===== src/rtl/baud_pkg.sv =====
package baud_pkg;

    localparam int PC_W = 4;

    typedef enum logic [1:0] {
        PS_DIV1  = 2'b00,
        PS_DIV3  = 2'b01,
        PS_DIV6  = 2'b10,
        PS_DIV12 = 2'b11
    } presc_sel_e;

    // Terminal count (ratio minus one) of the prescaler for a select code.
    function automatic logic [PC_W-1:0] presc_last(presc_sel_e sel);
        logic [PC_W-1:0] r;
        case (sel)
            PS_DIV1:  r = PC_W'(0);
            PS_DIV3:  r = PC_W'(2);
            PS_DIV6:  r = PC_W'(5);
            default:  r = PC_W'(11);
        endcase
        return r;
    endfunction

endpackage


===== src/rtl/baud_div_latch.sv =====
module baud_div_latch #(
    parameter int BYTE_W = 8,
    parameter int NB     = 2
) (
    input  logic                       clk,
    input  logic                       rst_n,
    input  logic [NB-1:0]              we_i,
    input  logic [NB-1:0][BYTE_W-1:0]  data_i,
    output logic [NB*BYTE_W-1:0]       div_o
);

    typedef struct packed {
        logic [NB-1:0][BYTE_W-1:0] lanes;
    } latch_t;

    latch_t st_d, st_q;
    logic [NB-1:0][BYTE_W-1:0] lane_d;

    for (genvar g = 0; g < NB; g++) begin : g_lane
        assign lane_d[g] = we_i[g] ? data_i[g] : st_q.lanes[g];

        AST_LANE_HOLD: assert property (@(posedge clk) disable iff (!rst_n)
            !we_i[g] |=> $stable(st_q.lanes[g])) else $error("lane changed without strobe");
    end

    always_comb begin
        st_d       = st_q;
        st_d.lanes = lane_d;
    end

    always_ff @(posedge clk) begin
        if (!rst_n) st_q <= '0;
        else        st_q <= st_d;
    end

    assign div_o = st_q.lanes;

endmodule


===== src/rtl/baud_prescaler.sv =====
module baud_prescaler
    import baud_pkg::*;
(
    input  logic       clk,
    input  logic       rst_n,
    input  presc_sel_e sel_i,
    input  logic       restart_i,
    output logic       presc_en_o
);

    typedef struct packed {
        logic [PC_W-1:0] cnt;
    } pre_t;

    pre_t st_d, st_q;
    logic [PC_W-1:0] last;

    assign last = presc_last(sel_i);

    always_comb begin
        st_d = st_q;
        if (restart_i)              st_d.cnt = '0;
        else if (st_q.cnt == last)  st_d.cnt = '0;
        else                        st_d.cnt = st_q.cnt + PC_W'(1);
    end

    always_ff @(posedge clk) begin
        if (!rst_n) st_q <= '0;
        else        st_q <= st_d;
    end

    assign presc_en_o = (st_q.cnt == last);

    AST_PRESC_RANGE: assert property (@(posedge clk) disable iff (!rst_n)
        st_q.cnt <= presc_last(sel_i)) else $error("prescaler count out of range");
    AST_PRESC_RESTART: assert property (@(posedge clk) disable iff (!rst_n)
        restart_i |=> st_q.cnt == '0) else $error("prescaler not cleared");

endmodule


===== src/rtl/baud_divider.sv =====
module baud_divider #(
    parameter int DIV_W = 16
) (
    input  logic             clk,
    input  logic             rst_n,
    input  logic             presc_en_i,
    input  logic             restart_i,
    input  logic [DIV_W-1:0] div_i,
    output logic             tick_o
);

    typedef struct packed {
        logic [DIV_W-1:0] cnt;
        logic             tick;
    } dv_t;

    dv_t st_d, st_q;
    logic at_end;
    logic div_zero;

    assign div_zero = (div_i == '0);
    assign at_end   = (st_q.cnt == div_i - DIV_W'(1));

    always_comb begin
        st_d      = st_q;
        st_d.tick = 1'b0;
        if (restart_i) begin
            st_d.cnt = '0;
        end else if (presc_en_i) begin
            if (div_zero) begin
                st_d.cnt = '0;
            end else if (at_end) begin
                st_d.cnt  = '0;
                st_d.tick = 1'b1;
            end else begin
                st_d.cnt = st_q.cnt + DIV_W'(1);
            end
        end
    end

    always_ff @(posedge clk) begin
        if (!rst_n) st_q <= '0;
        else        st_q <= st_d;
    end

    assign tick_o = st_q.tick;

    AST_DIV_RANGE: assert property (@(posedge clk) disable iff (!rst_n)
        !div_zero |-> st_q.cnt < div_i) else $error("divider count out of range");
    AST_DIV_RESTART: assert property (@(posedge clk) disable iff (!rst_n)
        restart_i |=> (st_q.cnt == '0 && !st_q.tick)) else $error("divider not cleared");
    AST_TICK_ON_PRESC: assert property (@(posedge clk) disable iff (!rst_n)
        st_q.tick |-> $past(presc_en_i)) else $error("tick without prescaler enable");

endmodule


===== src/rtl/baud_tick_gen.sv =====
module baud_tick_gen
    import baud_pkg::*;
#(
    parameter int BYTE_W = 8
) (
    input  logic              clk,
    input  logic              rst_n,
    input  logic [1:0]        presc_sel_i,
    input  logic              div_lo_we_i,
    input  logic [BYTE_W-1:0] div_lo_i,
    input  logic              div_hi_we_i,
    input  logic [BYTE_W-1:0] div_hi_i,
    output logic              tick16_o
);

    localparam int NB    = 2;
    localparam int DIV_W = NB * BYTE_W;

    typedef struct packed {
        presc_sel_e sel;
    } top_t;

    top_t st_d, st_q;
    presc_sel_e sel_in;
    logic restart;
    logic presc_en;
    logic [NB-1:0] lane_we;
    logic [NB-1:0][BYTE_W-1:0] lane_data;
    logic [DIV_W-1:0] div;

    assign sel_in       = presc_sel_e'(presc_sel_i);
    assign lane_we      = {div_hi_we_i, div_lo_we_i};
    assign lane_data[0] = div_lo_i;
    assign lane_data[1] = div_hi_i;

    always_comb begin
        st_d     = st_q;
        st_d.sel = sel_in;
    end

    always_ff @(posedge clk) begin
        if (!rst_n) st_q <= '{sel: PS_DIV1};
        else        st_q <= st_d;
    end

    assign restart = (|lane_we) || (sel_in != st_q.sel);

    baud_div_latch #(.BYTE_W(BYTE_W), .NB(NB)) u_latch (
        .clk    (clk),
        .rst_n  (rst_n),
        .we_i   (lane_we),
        .data_i (lane_data),
        .div_o  (div)
    );

    baud_prescaler u_pre (
        .clk        (clk),
        .rst_n      (rst_n),
        .sel_i      (st_q.sel),
        .restart_i  (restart),
        .presc_en_o (presc_en)
    );

    baud_divider #(.DIV_W(DIV_W)) u_div (
        .clk        (clk),
        .rst_n      (rst_n),
        .presc_en_i (presc_en),
        .restart_i  (restart),
        .div_i      (div),
        .tick_o     (tick16_o)
    );

    AST_ZERO_DIV_SILENT: assert property (@(posedge clk) disable iff (!rst_n)
        (div == '0) |=> !tick16_o) else $error("tick with zero divisor");
    AST_UNITY_EVERY_CYCLE: assert property (@(posedge clk) disable iff (!rst_n)
        (st_q.sel == PS_DIV1 && div == DIV_W'(1) && !restart) |=> tick16_o)
        else $error("unity setting missed a tick");

endmodule


===== config.mk =====
export PLATFORM = sky130hd
export DESIGN_NAME = baud_tick_gen
export DESIGN_NICKNAME = d
export VERILOG_FILES = /design/src/rtl/baud_pkg.sv /design/src/rtl/baud_div_latch.sv /design/src/rtl/baud_prescaler.sv /design/src/rtl/baud_divider.sv /design/src/rtl/baud_tick_gen.sv
export SDC_FILE = /design/constraint.sdc
export NUM_CORES = 1
export LEC_CHECK = 0
export ABC_AREA = 1
export ABC_CLOCK_PERIOD_IN_PS = 5200
export BUFFER_PORTS_ARGS = -buffer_cell sky130_fd_sc_hd__buf_2
export CAP_MARGIN = 25
export CORE_MARGIN = 2
export CORE_UTILIZATION = 45
export DETAILED_ROUTE_END_ITERATION = 7
export HOLD_SLACK_MARGIN = 0.05
export SYNTH_ARGS = -nofsm -noshare
export SYNTH_HDL_FRONTEND = slang
export SYNTH_SLANG_ARGS = --single-unit

===== constraint.sdc =====
create_clock -name clk -period 5.2 [get_ports clk]
set_clock_uncertainty 0.1 [all_clocks]
set_input_delay 1.04 -clock clk [delete_from_list [all_inputs] [get_ports clk]]
set_output_delay 1.04 -clock clk [all_outputs]
set_load 0.05 [all_outputs]

==> reports/qor.txt, run 1 <==
SYNTHESIS
-------------------------------------------------------------------------------------------------
Share of synthesized area occupied by flip-flops and latches                               0.2801
Total of warnings raised by yosys                                                               0
Leading area contributor after synthesis                                                  dfxtp_1
Yosys top cell area share                                                                  0.2801
Dominant cell by count in the synthesized netlist                                         nand2_1
Largest cells by area after synthesis                                                dfxtp_1 (28%), nand2_1 (15%), nor2_1 (7.7%)
Post-synth design cell area                                                              2788 um2
Seq cells post-synth                                                                           39
Post-synthesis async set-or-reset flop share                                                    0
Top cells by count, synth                                                            nand2_1 (115), nor2_1 (57), inv_1 (52), dfxtp_1 (39), nand3_1 (32)
Leading register cell type out of synthesis                                               dfxtp_1
Number of synthesized flops with an enable pin                                                  0
Post-Synthesis Net Count                                                                      454
Number of distinct library cell variants in the gate-level netlist after synthesis             33
Cells after synthesis                                                                         429
Synthesized area divided by synthesized cell count                                      6.498 um2

GLOBAL ROUTING
-------------------------------------------------------------------------------------------------
Vias in the first global route                                                               2297
Largest net degree at the start of global routing                                              20
All-layer global routing usage                                                             0.2067
Number of antenna violations at the first check in global routing                               0
Total overflow reported by the global router                                                    0
Wire length of the first global-routing pass                                             10.70 mm

CLOCK NETWORK
-------------------------------------------------------------------------------------------------
Clock input transition at the sequential cells of the worst setup and hold paths          0.07 ns
Total setup buffers inserted after CTS                                                          0
TritonCTS clock tree                                                                        built
Gates resized, CTS repair                                                                       0
Worst-Skew Late Latency                                                                   0.30 ns
Root Buffer Master                                                                       clkbuf_8
Number of sinks handled by clock tree synthesis                                                39
Clock buffers created by TritonCTS                                                              5
CTS H-tree lvls                                                                                 2
Hold buffer count at cts                                                                        0
Maximum buffer depth of the clock tree                                                          2

FINISH
-------------------------------------------------------------------------------------------------
Post-layout instance area                                                                3023 um2
Inserted Diodes                                                                                 0
Post-layout net count                                                                         475
Final standard cell count with taps included and fillers excluded                             525
Fraction of layout cells with a size suffix above 1                                        0.1689
Number of fill cells                                                                          651
Synthesis-to-finish area growth                                                            8.438%
Final Util                                                                                 0.5076
Seq. cell area                                                                          780.7 um2
Footprint of the multi-input gates                                                       1729 um2

DRT
-------------------------------------------------------------------------------------------------
Vias                                                                                         2571
Number of antenna-violating nets in the routed design                                           0
Mean routed wirelength per cell                                                          12.20 um
Detailed-router iteration count before antenna repair                                           4
Wire length reported by the detailed router                                              6.404 mm
Vias per inst                                                                               4.897
Initial DRC Count                                                                              78
Number of remaining DRC errors                                                                  0

WORST SETUP PATH
-------------------------------------------------------------------------------------------------
Max incr delay on CP                                                                      0.61 ns
Critical path class                                                                     in -> reg
Type of origin of the critical path                                                  primary input
Critical Path Most Common Cell                                                            nand2_1
Arrival @ worst endpoint                                                                  2.61 ns
Kind of end point of the critical path                                                   register
Slowest cell on the critical path                                                          nor2_1
Worst Path Max Fanout                                                                          11
Worst path cell trace                                                                buf_2, xnor2_1, nand2_1, nor3_1, nand2_1, nor2_1, inv_1, o21ai_1
Endpoint required time on the critical path                                               5.33 ns

DIE
-------------------------------------------------------------------------------------------------
Overall die height                                                                       82.71 um
Die X                                                                                    82.71 um
Row cnt                                                                                        28
CORE AREA                                                                                5956 um2
Initial Util                                                                               0.4681
Die ar.                                                                                  6840 um2
I/O pin count                                                                                  23

PLACE
-------------------------------------------------------------------------------------------------
Cell area reported after detailed placement                                              2935 um2
HPWL reported at the end of detailed placement                                           5.166 mm
Count of buffers from port buffering                                                           22
Count of placed standard cells including taps                                                 518
Placer's final routability congestion estimate                                             0.8650

STATUS
-------------------------------------------------------------------------------------------------
Status                                                                               finished, final reports clean

TIMING
-------------------------------------------------------------------------------------------------
Endpoints failing hold                                                                          0
Setup repair after global routing missed its margin                                         false
Max-slew headroom at the worst pin                                                         0.4926
Setup violators final                                                                           0
Slew at the pin closest to its max-slew limit                                           0.7583 ns
Max Slew Vio Count                                                                              0
Part of the cycle the worst path needs                                                     0.4776
Maximum frequency from static timing analysis                                           402.7 MHz
Setup TNS after final layout                                                                 0 ns
Final critical path time including I/O delays and setup                                  2.484 ns

POWER
-------------------------------------------------------------------------------------------------
Leakage power figure                                                                     1.469 nW
Power per Cell Area                                                                  221.5 nW/um2
Highest ir drop seen on vdd                                                             0.1271 mV

JOB
-------------------------------------------------------------------------------------------------
Number of maximum-capacitance violations                                                        0

WORST HOLD PATH
-------------------------------------------------------------------------------------------------
Worst min-delay path class                                                             reg -> reg

-- layout by cell type (no fill, tap or decap), drive strengths merged --
| cell | count |
|---|---|
| a21oi | 18 |
| buf | 22 |
| clkbuf | 6 |
| clkinv | 2 |
| dfxtp | 39 |
| ha | 3 |
| inv | 58 |
| nand2 | 124 |
| nand3 | 36 |
| nand3b | 6 |
| nand4 | 8 |
| nor2 | 72 |
| nor3 | 11 |
| nor3b | 1 |
| o21ai | 19 |
| o21bai | 2 |
| xnor2 | 8 |
| xor2 | 15 |
-- per-layer routing --
layer	vias up	track usage	share of wire
li1	1381	-	-
met1	1160	0.2652	0.49
met2	24	0.3540	0.48
met3	6	0.03587	0.025
met4	0	0.06066	0.014
met5	-	0	0
-- power breakdown --
group	internal, mW	leakage [nW]	total, mW	switching, mW
Combinational	0.0487	1.10	0.136	0.0869
Sequential	0.308	0.319	0.323	0.0144
Clock	0.104	0.0470	0.211	0.107
Total	0.461	1.47	0.669	0.208
-- critical path, delay by kind of cell --
family          cells  cell delay, ns
compound gates      1            0.16
xor+xnor            1            0.12
buf+inv             2            0.33
simple gates        4            0.95
-- logic make-up after synthesis --
kind of cell | count (synthesis) | synth area share
buf+inv | 67 | 0.09964
flops | 39 | 0.2801
xor+xnor | 23 | 0.07496
simple gates | 258 | 0.4520
fa+ha+maj | 3 | 0.01347
compound gates | 39 | 0.07989
-- area by class of cell --
class	count	share of cell area
Clock buffer	6	0.02732
Clock inverter	1	0.001656
Sequential cell	39	0.2583
Timing Repair Buffer	22	0.03642
Tap cell	75	0.03104
Inverter	59	0.07326
Multi-Input combinational cell	323	0.5720
-- per-stage QoR --
stage / setup WS (ns) / hold slack, ns / power (mW)
finish: 2.716 / 0.3824 / 0.6694
CTS: 2.691 / 0.3874 / 0.6743
detailed placement: 2.388 / 0.3696 / 0.4655
global route: 2.458 / 0.4017 / 0.7057
floorplan: 3.109 / 0.3398 / 0.4350
global placement: 2.434 / 0.3668 / 0.4632
-- path summary, 6_finish.rpt --
kind                                startpoint        endpoint  slack [ns]  cells after the start
worst max-delay path            presc_sel_i[1]  u_div.st_q[16]        2.72                      8
worst min-delay path             u_pre.st_q[0]   u_pre.st_q[0]        0.38                      1
worst max register to register         st_q[1]  u_div.st_q[16]        2.95                      8
worst min register to register   u_pre.st_q[0]   u_pre.st_q[0]        0.38                      1
-- registers in the layout, indices dropped and copies added, names as in the netlist --
signal	count
u_div.tick_o	1
st_q	2
u_latch.div_o	16
u_div.st_q	16
u_pre.st_q	4
No activity file was read; power rests on OpenSTA's default activity.
==> run 2, diff against run 1 <==
--- a/config.mk
+++ b/config.mk
@@ -6,7 +6,7 @@
 export NUM_CORES = 1
 export LEC_CHECK = 0
 export ABC_AREA = 1
-export ABC_CLOCK_PERIOD_IN_PS = 5200
+export ABC_CLOCK_PERIOD_IN_PS = 2600
 export BUFFER_PORTS_ARGS = -buffer_cell sky130_fd_sc_hd__buf_2
 export CAP_MARGIN = 25
 export CORE_MARGIN = 2
==> constraint.sdc (replaced) <==
create_clock -name clk -period 2.6 [get_ports clk]
set_clock_uncertainty 0.1 [all_clocks]
set_input_delay 0.52 -clock clk [delete_from_list [all_inputs] [get_ports clk]]
set_output_delay 0.52 -clock clk [all_outputs]
set_load 0.05 [all_outputs]
==> run 2 against run 1 <==
Global-route usage rose by 0.98 points. Core utilization grew 0.46 points. Sequential power is 100% higher. Power up 110%. Routed wire length shrank 0.78%. Critical path depth is 3 higher. Combinational power increased by 99%. Clock power increased by 120%. Worst setup slack worse by 2.3 ns. First-iteration DRC count rose by 19%. Highest routed layer unchanged.
==> reports/qor.txt, run 2 (synthesized netlist as in run 1, its figures left out) <==
STATUS
-----------------------------------------------------------------------------------------------
Status                                                                             finished, final reports clean

DRT
-----------------------------------------------------------------------------------------------
Wire length reported by the detailed router                                            6.354 mm
Vias                                                                                       2583
Detailed-router iteration count before antenna repair                                         4
Vias per inst                                                                             4.892
Mean routed wirelength per cell                                                        12.03 um
Number of remaining DRC errors                                                                0
Initial DRC Count                                                                            93
Number of antenna-violating nets in the routed design                                         0

DIE
-----------------------------------------------------------------------------------------------
Overall die height                                                                     82.71 um
Initial Util                                                                             0.4681
I/O pin count                                                                                23
CORE AREA                                                                              5956 um2
Die ar.                                                                                6840 um2
Row cnt                                                                                      28
Die X                                                                                  82.71 um

WORST SETUP PATH
-----------------------------------------------------------------------------------------------
Type of origin of the critical path                                                    register
Arrival @ worst endpoint                                                                2.26 ns
Endpoint required time on the critical path                                             2.70 ns
Worst path cell trace                                                              inv_1, ha_1, nand2_1, nor2_1, nand4_1, nand2_1, nand2_1, nor3b_2, nand3_4, nand3_1, nand2_1
Slowest cell on the critical path                                                       dfxtp_1
Max incr delay on CP                                                                    0.33 ns
Critical path class                                                                  reg -> reg
Worst Path Max Fanout                                                                         9
Critical Path Most Common Cell                                                          nand2_1
FF-to-FF setup slack                                                                    0.44 ns
Kind of end point of the critical path                                                 register

POWER
-----------------------------------------------------------------------------------------------
Leakage power figure                                                                   1.485 nW
Highest ir drop seen on vdd                                                           0.2611 mV
Power per Cell Area                                                                450.4 nW/um2

TIMING
-----------------------------------------------------------------------------------------------
Max Slew Vio Count                                                                            0
Maximum frequency from static timing analysis                                         462.0 MHz
Setup TNS after final layout                                                               0 ns
Max-slew headroom at the worst pin                                                       0.7261
Part of the cycle the worst path needs                                                   0.8325
Final critical path time including I/O delays and setup                                2.165 ns
Setup repair after global routing missed its margin                                       false
Slew at the pin closest to its max-slew limit                                         0.4104 ns
Endpoints failing hold                                                                        0
Final-layout worst hold slack                                                         0.3318 ns
Setup violators final                                                                         0

PLACE
-----------------------------------------------------------------------------------------------
Placer's final routability congestion estimate                                           0.8532
Count of buffers from port buffering                                                         22
Cell area reported after detailed placement                                            2950 um2
HPWL reported at the end of detailed placement                                         5.126 mm
Count of placed standard cells including taps                                               520

FINISH
-----------------------------------------------------------------------------------------------
Inserted Diodes                                                                               0
Synthesis-to-finish area growth                                                          9.426%
Footprint of the multi-input gates                                                     1729 um2
Post-layout instance area                                                              3050 um2
Fraction of layout cells with a size suffix above 1                                      0.1722
Final standard cell count with taps included and fillers excluded                           528
Most common cell after layout, fill and taps aside                                      nand2_1
Seq. cell area                                                                        780.7 um2
Commonest cells after routing, fill and taps aside                                 nand2_1 (115), nor2_1 (57), inv_1 (52)
Number of fill cells                                                                        654
Post-layout net count                                                                       477

WORST HOLD PATH
-----------------------------------------------------------------------------------------------
Worst min-delay path class                                                            in -> reg

CLOCK NETWORK
-----------------------------------------------------------------------------------------------
Clock input transition at the sequential cells of the worst setup and hold paths        0.08 ns
Clock buffers created by TritonCTS                                                            5
TritonCTS clock tree                                                                      built
CTS H-tree lvls                                                                               2
Total setup buffers inserted after CTS                                                        0
Hold buffer count at cts                                                                      0
Number of sinks handled by clock tree synthesis                                              39
Root Buffer Master                                                                     clkbuf_8
Gates resized, CTS repair                                                                     0
Worst-Skew Late Latency                                                                 0.30 ns
Maximum buffer depth of the clock tree                                                        2

GLOBAL ROUTING
-----------------------------------------------------------------------------------------------
All-layer global routing usage                                                           0.2166
Number of antenna violations at the first check in global routing                             0
Wire length of the first global-routing pass                                           11.31 mm
Largest net degree at the start of global routing                                            20
Total overflow reported by the global router                                                  0
Vias in the first global route                                                             2474

JOB
-----------------------------------------------------------------------------------------------
Number of maximum-capacitance violations                                                      0

run 2: cell count changes in the layout (fill, tap and decap cells not counted), sizes merged:
cell,change
clkinv,-1
buf,+2
clkbuf,+2
run 2: power breakdown:
| group | total [mW] | internal [mW] | switching (mW) |
|---|---|---|---|
| combinational | 0.271 | 0.0980 | 0.173 |
| clock | 0.457 | 0.242 | 0.215 |
| sequential | 0.645 | 0.617 | 0.0288 |
| total | 1.37 | 0.957 | 0.417 |
run 2: critical path, delay by kind of cell, from the launching register on:
family,cells,cell delay (ns)
AND/OR/NAND/NOR,9,1.20
flip-flops,1,0.33
adder cells (fa/ha/maj),1,0.29
buffers and inverters,1,0.12
run 2: final timing paths:
kind	start	to	depth (start not counted)
setup / recovery	u_latch.div_o[0]	u_div.st_q[10]	11
hold / removal	presc_sel_i[1]	st_q[1]	3
setup reg to reg	u_latch.div_o[0]	u_div.st_q[10]	11
hold reg to reg	u_pre.st_q[0]	u_pre.st_q[0]	1
run 2: per-layer routing:
| layer | share of wire | GRT usage | vias to the layer above |
|---|---|---|---|
| met1 | 0.47 | 0.2700 | 1152 |
| met2 | 0.47 | 0.3669 | 27 |
| li1 | - | - | 1386 |
| met3 | 0.021 | 0.04022 | 18 |
| met4 | 0.036 | 0.08689 | 0 |
| met5 | 0 | 0 | - |
run 2: stage by stage:
stage | worst slack [ns] | power (mW) | utilization
3_5_place_dp | 0.4465 | 0.9305 | 0.4954
6_report | 0.4354 | 1.374 | 0.5122
5_1_grt | 0.2317 | 1.468 | 0.5122
3_3_place_gp | 0.5930 | 0.9280 | 0.4954
4_1_cts | 0.4354 | 1.392 | 0.5122
2_1_floorplan | 0.7972 | 0.8701 | -
run 2: layout make-up:
class	count	area share
Multi-Input combinational cell	323	0.5669
Sequential cell	39	0.2559
Inverter	59	0.07260
Timing Repair Buffer	24	0.04102
Clock buffer	8	0.03281
Tap cell	75	0.03076
==> run 3, diff against run 2 <==
--- a/config.mk
+++ b/config.mk
@@ -6,7 +6,7 @@
 export NUM_CORES = 1
 export LEC_CHECK = 0
 export ABC_AREA = 1
-export ABC_CLOCK_PERIOD_IN_PS = 2600
+export ABC_CLOCK_PERIOD_IN_PS = 2200
 export BUFFER_PORTS_ARGS = -buffer_cell sky130_fd_sc_hd__buf_2
 export CAP_MARGIN = 25
 export CORE_MARGIN = 2
==> constraint.sdc (replaced) <==
create_clock -name clk -period 2.2 [get_ports clk]
set_clock_uncertainty 0.1 [all_clocks]
set_input_delay 0.44 -clock clk [delete_from_list [all_inputs] [get_ports clk]]
set_output_delay 0.44 -clock clk [all_outputs]
set_load 0.05 [all_outputs]
==> run 3 against run 2 <==
Fmax rose by 4.0%. Global-route usage fell by 1.1 points. Clock-buffer cell count fell by 1. Sequential share of layout area fell by 0.98 points. Core utilization rose by 2.4 points. Sequential cell count did not move. Via count rose by 2.4%. Register-to-register slack got worse by 0.32 ns. Critical path type unchanged. Largest power group unchanged. Highest routed layer unchanged.
==> reports/qor.txt, run 3 (synthesized netlist as in run 1, its figures left out) <==
STATUS
-----------------------------------------------------------------------------------------------
Status                                                                             finished, final reports clean

DIE
-----------------------------------------------------------------------------------------------
Die X                                                                                  82.71 um
Initial Util                                                                             0.4681
Row cnt                                                                                      28
CORE AREA                                                                              5956 um2
Die ar.                                                                                6840 um2
Overall die height                                                                     82.71 um
I/O pin count                                                                                23

CLOCK NETWORK
-----------------------------------------------------------------------------------------------
Clock buffers created by TritonCTS                                                            5
Number of sinks handled by clock tree synthesis                                              39
Worst-Skew Late Latency                                                                 0.29 ns
Root Buffer Master                                                                     clkbuf_8
Maximum buffer depth of the clock tree                                                        2
Hold buffer count at cts                                                                      0
TritonCTS clock tree                                                                      built
CTS H-tree lvls                                                                               2
Clock input transition at the sequential cells of the worst setup and hold paths        0.08 ns

PLACE
-----------------------------------------------------------------------------------------------
Cell area reported after detailed placement                                            2958 um2
Placer's final routability congestion estimate                                           0.8157
HPWL reported at the end of detailed placement                                         5.177 mm
Count of buffers from port buffering                                                         22

TIMING
-----------------------------------------------------------------------------------------------
Setup violators final                                                                         0
Final critical path time including I/O delays and setup                                2.081 ns
Slew at the pin closest to its max-slew limit                                         0.4697 ns
Max-slew headroom at the worst pin                                                       0.6865
Maximum frequency from static timing analysis                                         480.4 MHz
Part of the cycle the worst path needs                                                   0.9461
Setup repair after global routing missed its margin                                        true
Max Slew Vio Count                                                                            0
Endpoints failing hold                                                                        0
Final-layout worst hold slack                                                         0.2568 ns

GLOBAL ROUTING
-----------------------------------------------------------------------------------------------
Largest net degree at the start of global routing                                            19
All-layer global routing usage                                                           0.2055
Number of antenna violations at the first check in global routing                             0
Wire length of the first global-routing pass                                           10.78 mm
Total overflow reported by the global router                                                  0
Vias in the first global route                                                             2428

WORST SETUP PATH
-----------------------------------------------------------------------------------------------
Worst Path Max Fanout                                                                         5
Arrival @ worst endpoint                                                                2.17 ns
Critical path class                                                                  reg -> reg
Endpoint required time on the critical path                                             2.29 ns
Kind of end point of the critical path                                                 register
Type of origin of the critical path                                                    register

DRT
-----------------------------------------------------------------------------------------------
Vias per inst                                                                             4.953
Detailed-router iteration count before antenna repair                                         4
Number of remaining DRC errors                                                                0
Number of antenna-violating nets in the routed design                                         0
Wire length reported by the detailed router                                            6.646 mm
Initial DRC Count                                                                           114
Vias                                                                                       2645
Mean routed wirelength per cell                                                        12.45 um

POWER
-----------------------------------------------------------------------------------------------
Highest ir drop seen on vdd                                                           0.2637 mV
Power per Cell Area                                                                501.9 nW/um2
Leakage power figure                                                                   1.503 nW

FINISH
-----------------------------------------------------------------------------------------------
Synthesis-to-finish area growth                                                          14.50%
Post-layout instance area                                                              3192 um2
Fraction of layout cells with a size suffix above 1                                      0.2266
Commonest cells after routing, fill and taps aside                                 nand2_1 (114), nor2_1 (52), inv_1 (50)
Inserted Diodes                                                                               0
Most common cell after layout, fill and taps aside                                      nand2_1
Post-layout net count                                                                       483

WORST HOLD PATH
-----------------------------------------------------------------------------------------------
Worst min-delay path class                                                            in -> reg

JOB
-----------------------------------------------------------------------------------------------
Number of maximum-capacitance violations                                                      0

## run 3: cell types whose count changed in the layout (fill, tap and decap cells not counted), sizes merged
cell,change
clkbuf,-1
clkinv,+1
buf,+5
nand3,+1
## run 3: per-stage QoR
stage	setup TNS, ns	util	worst slack (ns)	std cells	power, mW
2_1_floorplan	0	-	0.3972	429	1.028
3_3_place_gp	0	0.4966	0.02085	521	1.100
3_5_place_dp	-0.05009	0.4966	-0.03634	521	1.104
4_1_cts	0	0.5107	0.02324	529	1.584
5_1_grt	-0.2878	0.5359	-0.07230	534	1.704
6_report	0	0.5359	0.1185	534	1.602
## run 3: where the power goes
group	internal (mW)	switching, mW	total (mW)
combinational	0.136	0.223	0.359
sequential	0.729	0.0351	0.764
clock	0.223	0.256	0.479
## run 3: worst paths after layout
check / startpoint / end / slack, ns / cells past startpoint
worst min register to register: u_pre.st_q[0] / u_pre.st_q[0] / 0.39 / 1
worst max-delay path: u_latch.div_o[0] / u_div.st_q[6] / 0.12 / 11
worst max register to register: u_latch.div_o[0] / u_div.st_q[6] / 0.12 / 11
worst min-delay path: presc_sel_i[1] / st_q[1] / 0.26 / 3
## run 3: layout make-up
type | count | area (um2)
inverters | 59 | 226.5
repair buffers | 29 | 162.7
well taps | 75 | 93.84
flip-flops and latches | 39 | 785.8
fillers | 641 | 2764
multi-input cells | 324 | 1842
clock buffers | 7 | 76.32
clock inverters | 1 | 5.005
## run 3: what timing repair did
item | CTS | global route
hold endpoints to repair | 0 | 0
setup buffers | 0 | 4
endpoints found under the setup margin | 8 | 21
pin swaps | 0 | 12
gates cloned | 0 | 1
resized for setup | 1 | 27
## run 3: critical path, cell delays in order (launching register included)
cell and delay [ns]:
dfxtp_4 0.37, inv_6 0.06, ha_4 0.16, nand2_1 0.10, nor2_2 0.14, nand4_1 0.17
nand2_1 0.10, nand2_1 0.10, nor3b_4 0.34, nand3_4 0.19, nand3_2 0.11, nand2_1 0.04
## run 3: layer usage
| metal | track usage | wire length (um) | up-vias |
|---|---|---|---|
| met3 | 0.03587 | 148 | 7 |
| li1 | - | - | 1401 |
| met4 | 0.04426 | 89 | 0 |
| met2 | 0.3782 | 3341 | 29 |
| met1 | 0.2484 | 3067 | 1208 |
| met5 | 0 | 0 | - |
